**src/rtl/ddr_sched_pkg.sv**
```systemverilog
package ddr_sched_pkg;
  typedef enum logic [2:0] {
    OP_NOP  = 3'd0,
    OP_ACT  = 3'd1,
    OP_RD   = 3'd2,
    OP_WR   = 3'd3,
    OP_PRE  = 3'd4,
    OP_PREA = 3'd5,
    OP_REF  = 3'd6
  } cmd_op_e;

  typedef enum logic {ST_IDLE, ST_SERVE} sched_st_e;

  function automatic int max2(int a, int b);
    return (a > b) ? a : b;
  endfunction
endpackage

```
**src/rtl/ddr_bank_slot.sv**
```systemverilog
module ddr_bank_slot #(
  parameter int ROW_W = 12,
  parameter int TMR_W = 5
) (
  input  logic             clk,
  input  logic             rst,
  input  logic             set_open_i,
  input  logic             clr_open_i,
  input  logic             ld_i,
  input  logic [TMR_W-1:0] ld_val_i,
  input  logic [ROW_W-1:0] row_i,
  output logic             open_o,
  output logic [ROW_W-1:0] row_o,
  output logic             ready_o
);
  logic             open_q;
  logic [ROW_W-1:0] row_q;
  logic [TMR_W-1:0] tmr_q;

  always_ff @(posedge clk) begin
    if (rst) begin
      open_q <= 1'b0;
      row_q  <= '0;
      tmr_q  <= '0;
    end else begin
      if (set_open_i) begin
        open_q <= 1'b1;
        row_q  <= row_i;
      end else if (clr_open_i) begin
        open_q <= 1'b0;
      end
      if (ld_i)               tmr_q <= ld_val_i;
      else if (tmr_q != '0)   tmr_q <= tmr_q - 1'b1;
    end
  end

  assign open_o  = open_q;
  assign row_o   = row_q;
  assign ready_o = (tmr_q == '0);

  // an activate lands only on a closed bank whose gap has elapsed
  a_r2_act_when_closed: assert property (@(posedge clk) disable iff (rst)
    set_open_i |-> (!open_q && tmr_q == '0));
  // a precharge only closes a bank that is open
  a_r4_close_when_open: assert property (@(posedge clk) disable iff (rst)
    clr_open_i |-> open_q);
endmodule

```
**src/rtl/ddr_refresh_timer.sv**
```systemverilog
module ddr_refresh_timer #(
  parameter int INTERVAL = 1953
) (
  input  logic clk,
  input  logic rst,
  input  logic ack_i,
  output logic due_o
);
  localparam int CW = $clog2(INTERVAL + 1);

  logic [CW-1:0] cnt_q;
  logic          due_q;

  always_ff @(posedge clk) begin
    if (rst) begin
      cnt_q <= '0;
      due_q <= 1'b0;
    end else begin
      if (cnt_q == CW'(INTERVAL - 1)) begin
        cnt_q <= '0;
        due_q <= 1'b1;
      end else begin
        cnt_q <= cnt_q + 1'b1;
        if (ack_i) due_q <= 1'b0;
      end
    end
  end

  assign due_o = due_q;

  // a pending refresh stays pending until it is acknowledged
  a_r7_due_held: assert property (@(posedge clk) disable iff (rst)
    (due_q && !ack_i) |=> due_q);
  // a refresh is only acknowledged when one is due
  a_r7_ack_needs_due: assert property (@(posedge clk) disable iff (rst)
    ack_i |-> due_q);
endmodule

```
**src/rtl/ddr_cas_strobe.sv**
```systemverilog
module ddr_cas_strobe #(
  parameter int MAX_CYC = 4
) (
  input  logic       clk,
  input  logic       rst,
  input  logic       rd_issued_i,
  input  logic [1:0] cas_code_i,
  output logic       rise_o,
  output logic       fall_o
);
  logic [MAX_CYC-1:0] pipe_q;

  always_ff @(posedge clk) begin
    if (rst) pipe_q <= '0;
    else     pipe_q <= {pipe_q[MAX_CYC-2:0], rd_issued_i};
  end

  // tap k of the pipe is high k+1 cycles after the read command cycle
  always_comb begin
    rise_o = 1'b0;
    fall_o = 1'b0;
    case (cas_code_i)
      2'd0: rise_o = pipe_q[1];
      2'd1: fall_o = pipe_q[1];
      2'd2: rise_o = pipe_q[2];
      default: rise_o = pipe_q[3];
    endcase
  end

  // a strobe picks exactly one phase
  a_r10_one_phase: assert property (@(posedge clk) disable iff (rst)
    $onehot0({rise_o, fall_o}));
endmodule

```
**src/rtl/ddr_cmd_sched.sv**
```systemverilog
module ddr_cmd_sched import ddr_sched_pkg::*; #(
  parameter int NUM_BANKS    = 4,
  parameter int ROW_W        = 12,
  parameter int COL_W        = 8,
  parameter int CLK_MHZ      = 250,
  parameter int REF_WIN_US   = 32000,
  parameter int REF_PER_WIN  = 4096,
  parameter int T_RCD        = 4,
  parameter int T_RP         = 4,
  parameter int T_RFC        = 18,
  parameter int T_WTR        = 2,
  parameter int BURST_LEN    = 4,
  parameter int BANK_W       = $clog2(NUM_BANKS)
) (
  input  logic              clk,
  input  logic              rst,
  input  logic [1:0]        cas_code,
  input  logic              req_valid,
  output logic              req_ready,
  input  logic              req_write,
  input  logic              req_autopre,
  input  logic [BANK_W-1:0] req_bank,
  input  logic [ROW_W-1:0]  req_row,
  input  logic [COL_W-1:0]  req_col,
  output logic [2:0]        cmd_op,
  output logic [BANK_W-1:0] cmd_bank,
  output logic [ROW_W-1:0]  cmd_addr,
  output logic              cmd_autopre,
  output logic              rd_valid_rise,
  output logic              rd_valid_fall
);
  localparam int BURST_CYC = BURST_LEN / 2;
  localparam int WTR_CYC   = BURST_CYC + T_WTR;
  localparam int AP_GAP    = BURST_CYC + T_RP;
  localparam int REF_CYC   = CLK_MHZ * REF_WIN_US / REF_PER_WIN;
  localparam int MAX_GAP   = max2(max2(T_RFC, AP_GAP), max2(T_RCD, T_RP));
  localparam int TMR_W     = $clog2(MAX_GAP + 1);
  localparam int WB_W      = $clog2(WTR_CYC + 1);
  localparam int SW_W      = $clog2(WTR_CYC + 2);
  localparam logic [TMR_W-1:0] RCD_LD = TMR_W'(T_RCD - 1);
  localparam logic [TMR_W-1:0] RP_LD  = TMR_W'(T_RP - 1);
  localparam logic [TMR_W-1:0] RFC_LD = TMR_W'(T_RFC - 1);
  localparam logic [TMR_W-1:0] AP_LD  = TMR_W'(AP_GAP - 1);

  // request holding registers
  sched_st_e         st_q;
  logic              rq_write, rq_ap;
  logic [BANK_W-1:0] rq_bank;
  logic [ROW_W-1:0]  rq_row;
  logic [COL_W-1:0]  rq_col;

  // command registers
  cmd_op_e           cmd_q, nxt_op;
  logic [BANK_W-1:0] cmd_bank_q, nxt_bank;
  logic [ROW_W-1:0]  cmd_addr_q, nxt_addr;
  logic              cmd_ap_q, nxt_ap;
  logic              done, ref_ack, ref_due, accept;
  logic [WB_W-1:0]   wr_blk_q;

  // per-bank state
  logic [NUM_BANKS-1:0] set_v, clr_v, ld_v, bank_open, bank_ready;
  logic [TMR_W-1:0]     ld_val [NUM_BANKS];
  logic [ROW_W-1:0]     bank_row [NUM_BANKS];

  genvar g;
  generate
    for (g = 0; g < NUM_BANKS; g++) begin : g_bank
      ddr_bank_slot #(.ROW_W(ROW_W), .TMR_W(TMR_W)) i_slot (
        .clk(clk), .rst(rst),
        .set_open_i(set_v[g]), .clr_open_i(clr_v[g]),
        .ld_i(ld_v[g]), .ld_val_i(ld_val[g]), .row_i(rq_row),
        .open_o(bank_open[g]), .row_o(bank_row[g]), .ready_o(bank_ready[g])
      );
    end
  endgenerate

  ddr_refresh_timer #(.INTERVAL(REF_CYC)) i_ref (
    .clk(clk), .rst(rst), .ack_i(ref_ack), .due_o(ref_due)
  );

  ddr_cas_strobe #(.MAX_CYC(4)) i_cas (
    .clk(clk), .rst(rst), .rd_issued_i(cmd_q == OP_RD),
    .cas_code_i(cas_code), .rise_o(rd_valid_rise), .fall_o(rd_valid_fall)
  );

  assign req_ready = (st_q == ST_IDLE) && !ref_due;
  assign accept    = req_valid && req_ready;

  always_comb begin
    nxt_op   = OP_NOP;
    nxt_bank = '0;
    nxt_addr = '0;
    nxt_ap   = 1'b0;
    done     = 1'b0;
    ref_ack  = 1'b0;
    set_v    = '0;
    clr_v    = '0;
    ld_v     = '0;
    for (int k = 0; k < NUM_BANKS; k++) ld_val[k] = '0;

    if (st_q == ST_IDLE) begin
      if (ref_due && (&bank_ready)) begin
        if (|bank_open) begin
          nxt_op = OP_PREA;
          for (int k = 0; k < NUM_BANKS; k++) begin
            clr_v[k]  = bank_open[k];
            ld_v[k]   = 1'b1;
            ld_val[k] = RP_LD;
          end
        end else begin
          nxt_op  = OP_REF;
          ref_ack = 1'b1;
          for (int k = 0; k < NUM_BANKS; k++) begin
            ld_v[k]   = 1'b1;
            ld_val[k] = RFC_LD;
          end
        end
      end
    end else if (bank_ready[rq_bank]) begin
      nxt_bank = rq_bank;
      if (!bank_open[rq_bank]) begin
        nxt_op            = OP_ACT;
        nxt_addr          = rq_row;
        set_v[rq_bank]    = 1'b1;
        ld_v[rq_bank]     = 1'b1;
        ld_val[rq_bank]   = RCD_LD;
      end else if (bank_row[rq_bank] != rq_row) begin
        nxt_op            = OP_PRE;
        clr_v[rq_bank]    = 1'b1;
        ld_v[rq_bank]     = 1'b1;
        ld_val[rq_bank]   = RP_LD;
      end else if (rq_write || wr_blk_q == '0) begin
        nxt_op   = rq_write ? OP_WR : OP_RD;
        nxt_addr = ROW_W'(rq_col);
        nxt_ap   = rq_ap;
        done     = 1'b1;
        if (rq_ap) begin
          clr_v[rq_bank]  = 1'b1;
          ld_v[rq_bank]   = 1'b1;
          ld_val[rq_bank] = AP_LD;
        end
      end
    end
  end

  always_ff @(posedge clk) begin
    if (rst) begin
      st_q       <= ST_IDLE;
      rq_write   <= 1'b0;
      rq_ap      <= 1'b0;
      rq_bank    <= '0;
      rq_row     <= '0;
      rq_col     <= '0;
      cmd_q      <= OP_NOP;
      cmd_bank_q <= '0;
      cmd_addr_q <= '0;
      cmd_ap_q   <= 1'b0;
      wr_blk_q   <= '0;
    end else begin
      cmd_q      <= nxt_op;
      cmd_bank_q <= nxt_bank;
      cmd_addr_q <= nxt_addr;
      cmd_ap_q   <= nxt_ap;
      if (accept) begin
        st_q     <= ST_SERVE;
        rq_write <= req_write;
        rq_ap    <= req_autopre;
        rq_bank  <= req_bank;
        rq_row   <= req_row;
        rq_col   <= req_col;
      end else if (done) begin
        st_q <= ST_IDLE;
      end
      if (nxt_op == OP_WR)       wr_blk_q <= WB_W'(WTR_CYC - 1);
      else if (wr_blk_q != '0)   wr_blk_q <= wr_blk_q - 1'b1;
    end
  end

  assign cmd_op      = cmd_q;
  assign cmd_bank    = cmd_bank_q;
  assign cmd_addr    = cmd_addr_q;
  assign cmd_autopre = cmd_ap_q;

  // independent cycles-since-write counter for the read gap check
  logic [SW_W-1:0] since_wr_q;
  always_ff @(posedge clk) begin
    if (rst)                                   since_wr_q <= SW_W'(WTR_CYC);
    else if (cmd_q == OP_WR)                   since_wr_q <= SW_W'(1);
    else if (since_wr_q < SW_W'(WTR_CYC))      since_wr_q <= since_wr_q + 1'b1;
  end

  // a read on the bus is at least the write-to-read gap after a write
  a_r6_rd_after_wr: assert property (@(posedge clk) disable iff (rst)
    (cmd_q == OP_RD) |-> (since_wr_q >= SW_W'(WTR_CYC)));
  // a refresh on the bus sees every bank closed
  a_r8_ref_all_closed: assert property (@(posedge clk) disable iff (rst)
    (cmd_q == OP_REF) |-> (bank_open == '0));
  // with refresh due, no new request leaves the idle state
  a_r9_refresh_first: assert property (@(posedge clk) disable iff (rst)
    (st_q == ST_IDLE && ref_due) |=> (st_q == ST_IDLE));
endmodule

```
**config.mk**
```make
export PLATFORM = sky130hd
export DESIGN_NAME = ddr_cmd_sched
export DESIGN_NICKNAME = d
export VERILOG_FILES = /design/src/rtl/ddr_sched_pkg.sv /design/src/rtl/ddr_bank_slot.sv /design/src/rtl/ddr_refresh_timer.sv /design/src/rtl/ddr_cas_strobe.sv /design/src/rtl/ddr_cmd_sched.sv
export SDC_FILE = /design/constraint.sdc
export NUM_CORES = 1
export LEC_CHECK = 0
export ABC_AREA = 1
export ABC_CLOCK_PERIOD_IN_PS = 3230
export CORE_MARGIN = 1
export CORE_UTILIZATION = 62
export CTS_CLUSTER_SIZE = 28
export DETAILED_ROUTE_END_ITERATION = 16
export PLACE_DENSITY = 0.84
export SETUP_SLACK_MARGIN = 0.5
export SYNTH_ARGS = -nofsm -noshare
export SYNTH_HDL_FRONTEND = slang
export SYNTH_SLANG_ARGS = --single-unit
```
**constraint.sdc**
```tcl
create_clock -name clk -period 3.23 [get_ports clk]
set_input_delay 0.646 -clock clk [delete_from_list [all_inputs] [get_ports clk]]
set_output_delay 0.646 -clock clk [all_outputs]
set_load 0.02 [all_outputs]
```
==> results of run 1 <==
[final timing paths]
kind,to,slack [ns],start
worst max-delay path,g_bank[1].i_slot.tmr_q[2],0.66,rq_bank[0]
worst min-delay path,i_cas.pipe_q[1],0.41,i_cas.pipe_q[0]
worst max register to register,g_bank[1].i_slot.tmr_q[2],0.66,rq_bank[0]
worst min register to register,i_cas.pipe_q[1],0.41,i_cas.pipe_q[0]
[timing repair]
item | 4_1_cts | 5_1_grt
resized for setup | 2 | 10
buffers inserted | 1 | 0
endpoints found under the setup margin | 3 | 43
pin swaps | 1 | 0
[synthesized netlist by cell type, drive strengths merged, types with 6 or more instances]
master,n
nand3,44
inv,121
nand2,181
buf,16
dfxtp,134
clkbuf,19
nor2,75
a21oi,93
o21ai,114
nand4,10
ha,12
nor4,6
nor3,8
xor2,11
[state kept, by name, summed over array words and instances (netlist names)]
register	count
i_ref.cnt_q	11
g_bank.i_slot.row_o	48
rq_col	8
g_bank.i_slot.tmr_q	20
rq_row	12
rq_ap	1
i_ref.due_o	1
cmd_autopre	1
rq_bank	2
st_q	1
cmd_addr	12
cmd_bank	2
cmd_op	3
rq_write	1
wr_blk_q	3
g_bank.i_slot.open_o	4
i_cas.pipe_q	4
[where the power goes]
group          internal [µW]  leakage (µW)  switching, µW
clock network           1150      0.000279            726
logic                    504       0.00171            899
registers               1860       0.00109            141
[final cells by class]
type	instances	area, µm²
clock buffers	20	455
clock inverters	12	128
fillers	691	2090
inverters	122	460
multi-input cells	575	2830
flip-flops and latches	134	2680
well taps	129	161
repair buffers	63	609
[worst register-to-register path: stages (launching register included)]
cell and delay [ns]:
dfxtp_1 0.36, buf_4 0.27, inv_4 0.15, nand2_1 0.15
inv_1 0.10, nand2_1 0.07, nand3_1 0.12, a21oi_2 0.19
nand2_2 0.17, nor2_2 0.30, nand3_1 0.16, nand2_1 0.17
inv_2 0.08, o21ai_0 0.08, a21oi_1 0.08
[per-stage QoR]
step / instances / util / power [µW]
after detailed placement: 1022 / 0.714 / 3370
after floorplan: 866 / - / 3030
after CTS: 1055 / 0.776 / 5270
after global routing: 1055 / 0.778 / 5560
after global placement: 1022 / 0.714 / 3280
final: 1055 / 0.778 / 5280
[routing by layer]
metal  track usage  vias up  part of all wire
li1              -     2896                 -
met1         0.356     2725              0.41
met2         0.591      227              0.51
met3        0.0656       33             0.060
met4         0.145        0             0.022
met5             0        -                 0
[cells by family (layout without fill, tap and decap cells)]
group / count (synthesis) / after routing / share of synthesized area
compound gates: 220 / 220 / 0.186
xor+xnor: 12 / 12 / 0.0171
fa+ha+maj: 12 / 12 / 0.0244
buf+inv: 157 / 217 / 0.106
flops: 134 / 134 / 0.436
simple gates: 331 / 331 / 0.230
==> flow_metrics.tcl, run 1 <==
set metrics [dict create \
    status "finished, final reports clean" \
    first_iter_violations 343 \
    synth_top_area_frac 0.436 \
    antenna_found_initial 0 \
    yosysWarnings 0 \
    rsz0062_at_grt "true" \
    n_antenna_cell 0 \
    netlist_instances 866 \
    yosys.area.top_type "dfxtp_1" \
    hold_depth 2 \
    core_area_mm2 0.00942 \
    critPathRequiredTime_ns 3.65 \
    r2r_cells 14 \
    final.setup.tns_ns 0 \
    cts_buffers 17 \
    start_kind "flip-flop" \
    max-cap-violations 0 \
    synth_edf_count 0 \
    ir_drop_v 0.000615 \
    nNetsFinal 954 \
    dieHeight_um 102 \
    tritoncts "done" \
    synth.distinct_cells 33 \
    fin_ws_ns 0.663 \
    ant_nets 0 \
    first_pass_iters 5 \
    vias 5881 \
    netlist_top_cells_area "dfxtp_1, nand2_1, o21ai_0" \
    syn_to_final_growth_pct 19.2 \
    path_buf_inv 4 \
    pin_count 50 \
    cp.arrival_ns 2.99 \
    synthesis.area_mm2 0.00615 \
    die_area_mm2 0.0103 \
    crit_path_end_kind "flip-flop" \
    synthArstFlopShare 0 \
    setup_viol 0 \
    p_leak_uw 0.00308 \
    final_design_area_no_fill_mm2 0.00733 \
    crit_fanout 18 \
    path_clk_slew_ns 0.06 \
    powerDensity_mw_per_mm2 721 \
    dp_slack_ns 0.448 \
    core.rowCount 35 \
    syn_area_per_cell_um2 7.10 \
    yosysSeqAreaShare 0.436 \
    drcViolationCount 0 \
    yosys_register_bits 134 \
    tightest_slew_ns 0.596 \
    ys.flop_type "dfxtp_1" \
    slowest_delay_ns 0.36 \
    vias_per_cell 5.57 \
    crit_type "reg -> reg" \
    h-tree-depth 4 \
    holdWs_ns 0.407 \
    clock_latency_ns 0.54 \
    drv_slew 0 \
    grt-ovfl-total 0 \
    grt_pass1_wl_mm 25.8 \
    layout_common_cells "nand2_1, dfxtp_1, inv_1" \
    hold_violations 0 \
    globalRouteTotalUtil 0.322 \
    cp_top_family "simple AND/OR/NAND/NOR gates" \
    placed_area_mm2 0.00672 \
    routed_wl_mm 15.5 \
    clockBufferDepth 2 \
    cts_hold_buf 0 \
    root_buffer "clkbuf_8" \
    synth_fp_nets 907 \
    gp_congestion 0.951 \
    slew_headroom 0.603 \
    fin_crit_ns 2.57 \
    dp_hpwl_mm 10.3 \
    final_common_cell "nand2_1" \
    period_share 0.795 \
    initial_core_util 0.653 \
    layout-drive-gt1-share 0.0842 \
    cp.depth 14 \
    grt_max_degree 73 \
    die_w_um 102 \
    portBuffers 49 \
    cts_sinks 134 \
    min_path_type "reg -> reg" \
    wl_per_cell_um 14.7 \
    crit_top_cell "nand2_1" \
    fin_worst_skew_ns 0.0119 \
    grt_pass1_vias 5642 \
    clock.fmax_ghz 0.390 \
    slowest_stage "dfxtp_1" \
    path_cells "buf_4 > inv_4 > nand2_1 > inv_1 > nand2_1 > nand3_1 > a21oi_2 > nand2_2 > nor2_2 > nand3_1 > nand2_1 > inv_2 > o21ai_0 > a21oi_1" \
]
(Power assumes the default switching activity.)
==> inputs of run 2 (changes only) <==
- ABC_CLOCK_PERIOD_IN_PS: 3230 -> 2200
- CORE_UTILIZATION: 62 -> 52
- PLACE_DENSITY: 0.84 -> 0.75
- clock period: 3.23 -> 2.2 ns (I/O delays scaled with it)
==> run 2 against run 1 <==
Compared with the run above:
- sequential power rose by 49%
- largest cell class unchanged
- critical endpoint is now g_bank[1].i_slot.tmr_q[1]
- worst setup slack got worse by 0.52 ns
- sequential share of layout area fell by 4.2 points
==> flow_metrics.tcl, run 2 (synthesized netlist as in run 1, its figures left out) <==
set metrics [dict create \
    core.rowCount 39 \
    final_common_cell "nand2_1" \
    hold_end "i_cas.pipe_q[1]" \
    pin_count 50 \
    min_from "i_cas.pipe_q[0]" \
    drcViolationCount 0 \
    crit_top_cell "nand2_1" \
    clock_latency_ns 0.43 \
    tritoncts "done" \
    largest_reg_flops 48 \
    wl_per_cell_um 14.7 \
    h-tree-depth 4 \
    dp.cells 1042 \
    powerDensity_mw_per_mm2 1030 \
    grt_pass1_wl_mm 25.9 \
    dieHeight_um 111 \
    rrSetupSlack_ns 0.14 \
    crit_fanout 13 \
    grt_pass1_vias 5467 \
    clock.fmax_ghz 0.485 \
    power.total_uw 8600 \
    grt_max_degree 74 \
    vias_per_cell 5.41 \
    tightest_slew_ns 0.579 \
    min_path_type "reg -> reg" \
    antenna_found_initial 0 \
    hold_violations 0 \
    die_w_um 111 \
    r2r_cells 15 \
    slew_headroom 0.610 \
    ir_drop_v 0.000742 \
    setup_viol 0 \
    root_buffer "clkbuf_16" \
    dp_hpwl_mm 9.87 \
    p_leak_uw 0.00340 \
    placed_area_mm2 0.00699 \
    slowest_stage "dfxtp_4" \
    core_area_mm2 0.0115 \
    cts_buffers 17 \
    clockBufferDepth 2 \
    syn_to_final_growth_pct 35.3 \
    layout-drive-gt1-share 0.224 \
    crit_path_end_kind "flip-flop" \
    holdWs_ns 0.398 \
    final_design_area_no_fill_mm2 0.00832 \
    start_kind "flip-flop" \
    portBuffers 49 \
    path_clk_slew_ns 0.06 \
    cts_hold_buf 0 \
    ant_nets 0 \
    fin_crit_ns 2.06 \
    rsz0062_at_grt "true" \
    instances_no_fill 1093 \
    path_cells "buf_12 > nand2_2 > o21ai_1 > nand2_1 > nand2_1 > nand2_1 > nand2_1 > nand2_2 > nor2_4 > nand3_2 > buf_12 > o21ai_0 > nand3_1 > nand2_1 > a21oi_1" \
    hold_depth 2 \
    cts_sinks 134 \
    status "finished, final reports clean" \
    critPathRequiredTime_ns 2.50 \
    r2r-start "rq_bank[0]" \
    max-cap-violations 0 \
    slowest_delay_ns 0.43 \
    drv_slew 0 \
    worstReg2RegEnd "g_bank[1].i_slot.tmr_q[1]" \
    initial_core_util 0.536 \
    nNetsFinal 980 \
    fin_worst_skew_ns 0.00716 \
    cp.arrival_ns 2.36 \
    fin_ws_ns 0.138 \
    grt-ovfl-total 0 \
    layout_common_cells "nand2_1, dfxtp_1, inv_1" \
    first_pass_iters 6 \
    setup.worst_path.start "rq_bank[0]" \
    routed_wl_mm 16.1 \
    crit_type "reg -> reg" \
    dp_slack_ns -0.158 \
    globalRouteTotalUtil 0.264 \
    vias 5918 \
    period_share 0.937 \
    die_area_mm2 0.0123 \
    n_antenna_cell 0 \
    first_iter_violations 383 \
    gp_congestion 0.912 \
]
-- run 2: cell types whose count changed in the layout (fill, tap and decap cells not counted), moves of 11 or more --
cell,before,now
nor2_1,67,53
nand2_2,3,16
o21ai_2,2,26
a21oi_2,1,12
a21oi_1,92,80
o21ai_0,93,55
nand3_1,42,30
inv_1,110,96
nand2_1,178,161
-- run 2: what timing repair did --
item                                    CTS  global route
resized for setup                        59           121
endpoints found under the setup margin  112           112
hold endpoints to repair                  0             0
setup buffers                            15             1
pin swaps                                10            28
cloned                                    4             1
-- run 2: worst max-delay path by stage --
| stage | endpoint | slack [ns] |
|---|---|---|
| 6_report | g_bank[1].i_slot.tmr_q[1] | 0.14 |
| 5_1_grt | wr_blk_q[1] | 0.01 |
| 4_1_cts | g_bank[0].i_slot.tmr_q[2] | 0.16 |
| 3_5_place_dp | rd_valid_rise | -0.16 |
| 3_3_place_gp | rd_valid_rise | -0.15 |
| 2_1_floorplan | g_bank[0].i_slot.tmr_q[2] | 0.40 |
-- run 2: per-stage QoR --
stage | utilization | setup TNS (ns)
finish | 0.725 | 0
global placement | 0.609 | -0.230
CTS | 0.692 | 0
detailed placement | 0.609 | -0.313
global route | 0.725 | 0
floorplan | - | 0
-- run 2: report_power, final --
part           leakage (µW)  internal, µW  switching [µW]
registers           0.00110          2730             236
clock network      0.000297          1880            1020
logic               0.00201          1140            1590
total               0.00340          5750            2850
-- run 2: critical path: cells and delay by family (launching register included) --
kind / cells / cell delay, ns
AOI/OAI and AO/OA: 3 / 0.34
DFF: 1 / 0.43
and+or+nand+nor: 10 / 0.85
buffers and inverters: 2 / 0.31
-- run 2: routing by layer --
| layer | vias up | share of wire | GRT usage |
|---|---|---|---|
| met5 | - | 0 | 0 |
| met4 | 0 | 0.020 | 0.0889 |
| met3 | 30 | 0.060 | 0.0662 |
| met2 | 191 | 0.47 | 0.420 |
| met1 | 2727 | 0.45 | 0.349 |
| li1 | 2970 | - | - |
-- run 2: cell type report --
type | count | area (µm²)
fill | 814 | 3150
tap | 143 | 179
clock inverter | 9 | 125
multi-input combinational | 576 | 3360
clock buffer | 21 | 480
timing repair buffer | 87 | 986
inverter | 122 | 487
sequential | 134 | 2700
timing repair inverter | 1 | 7.51
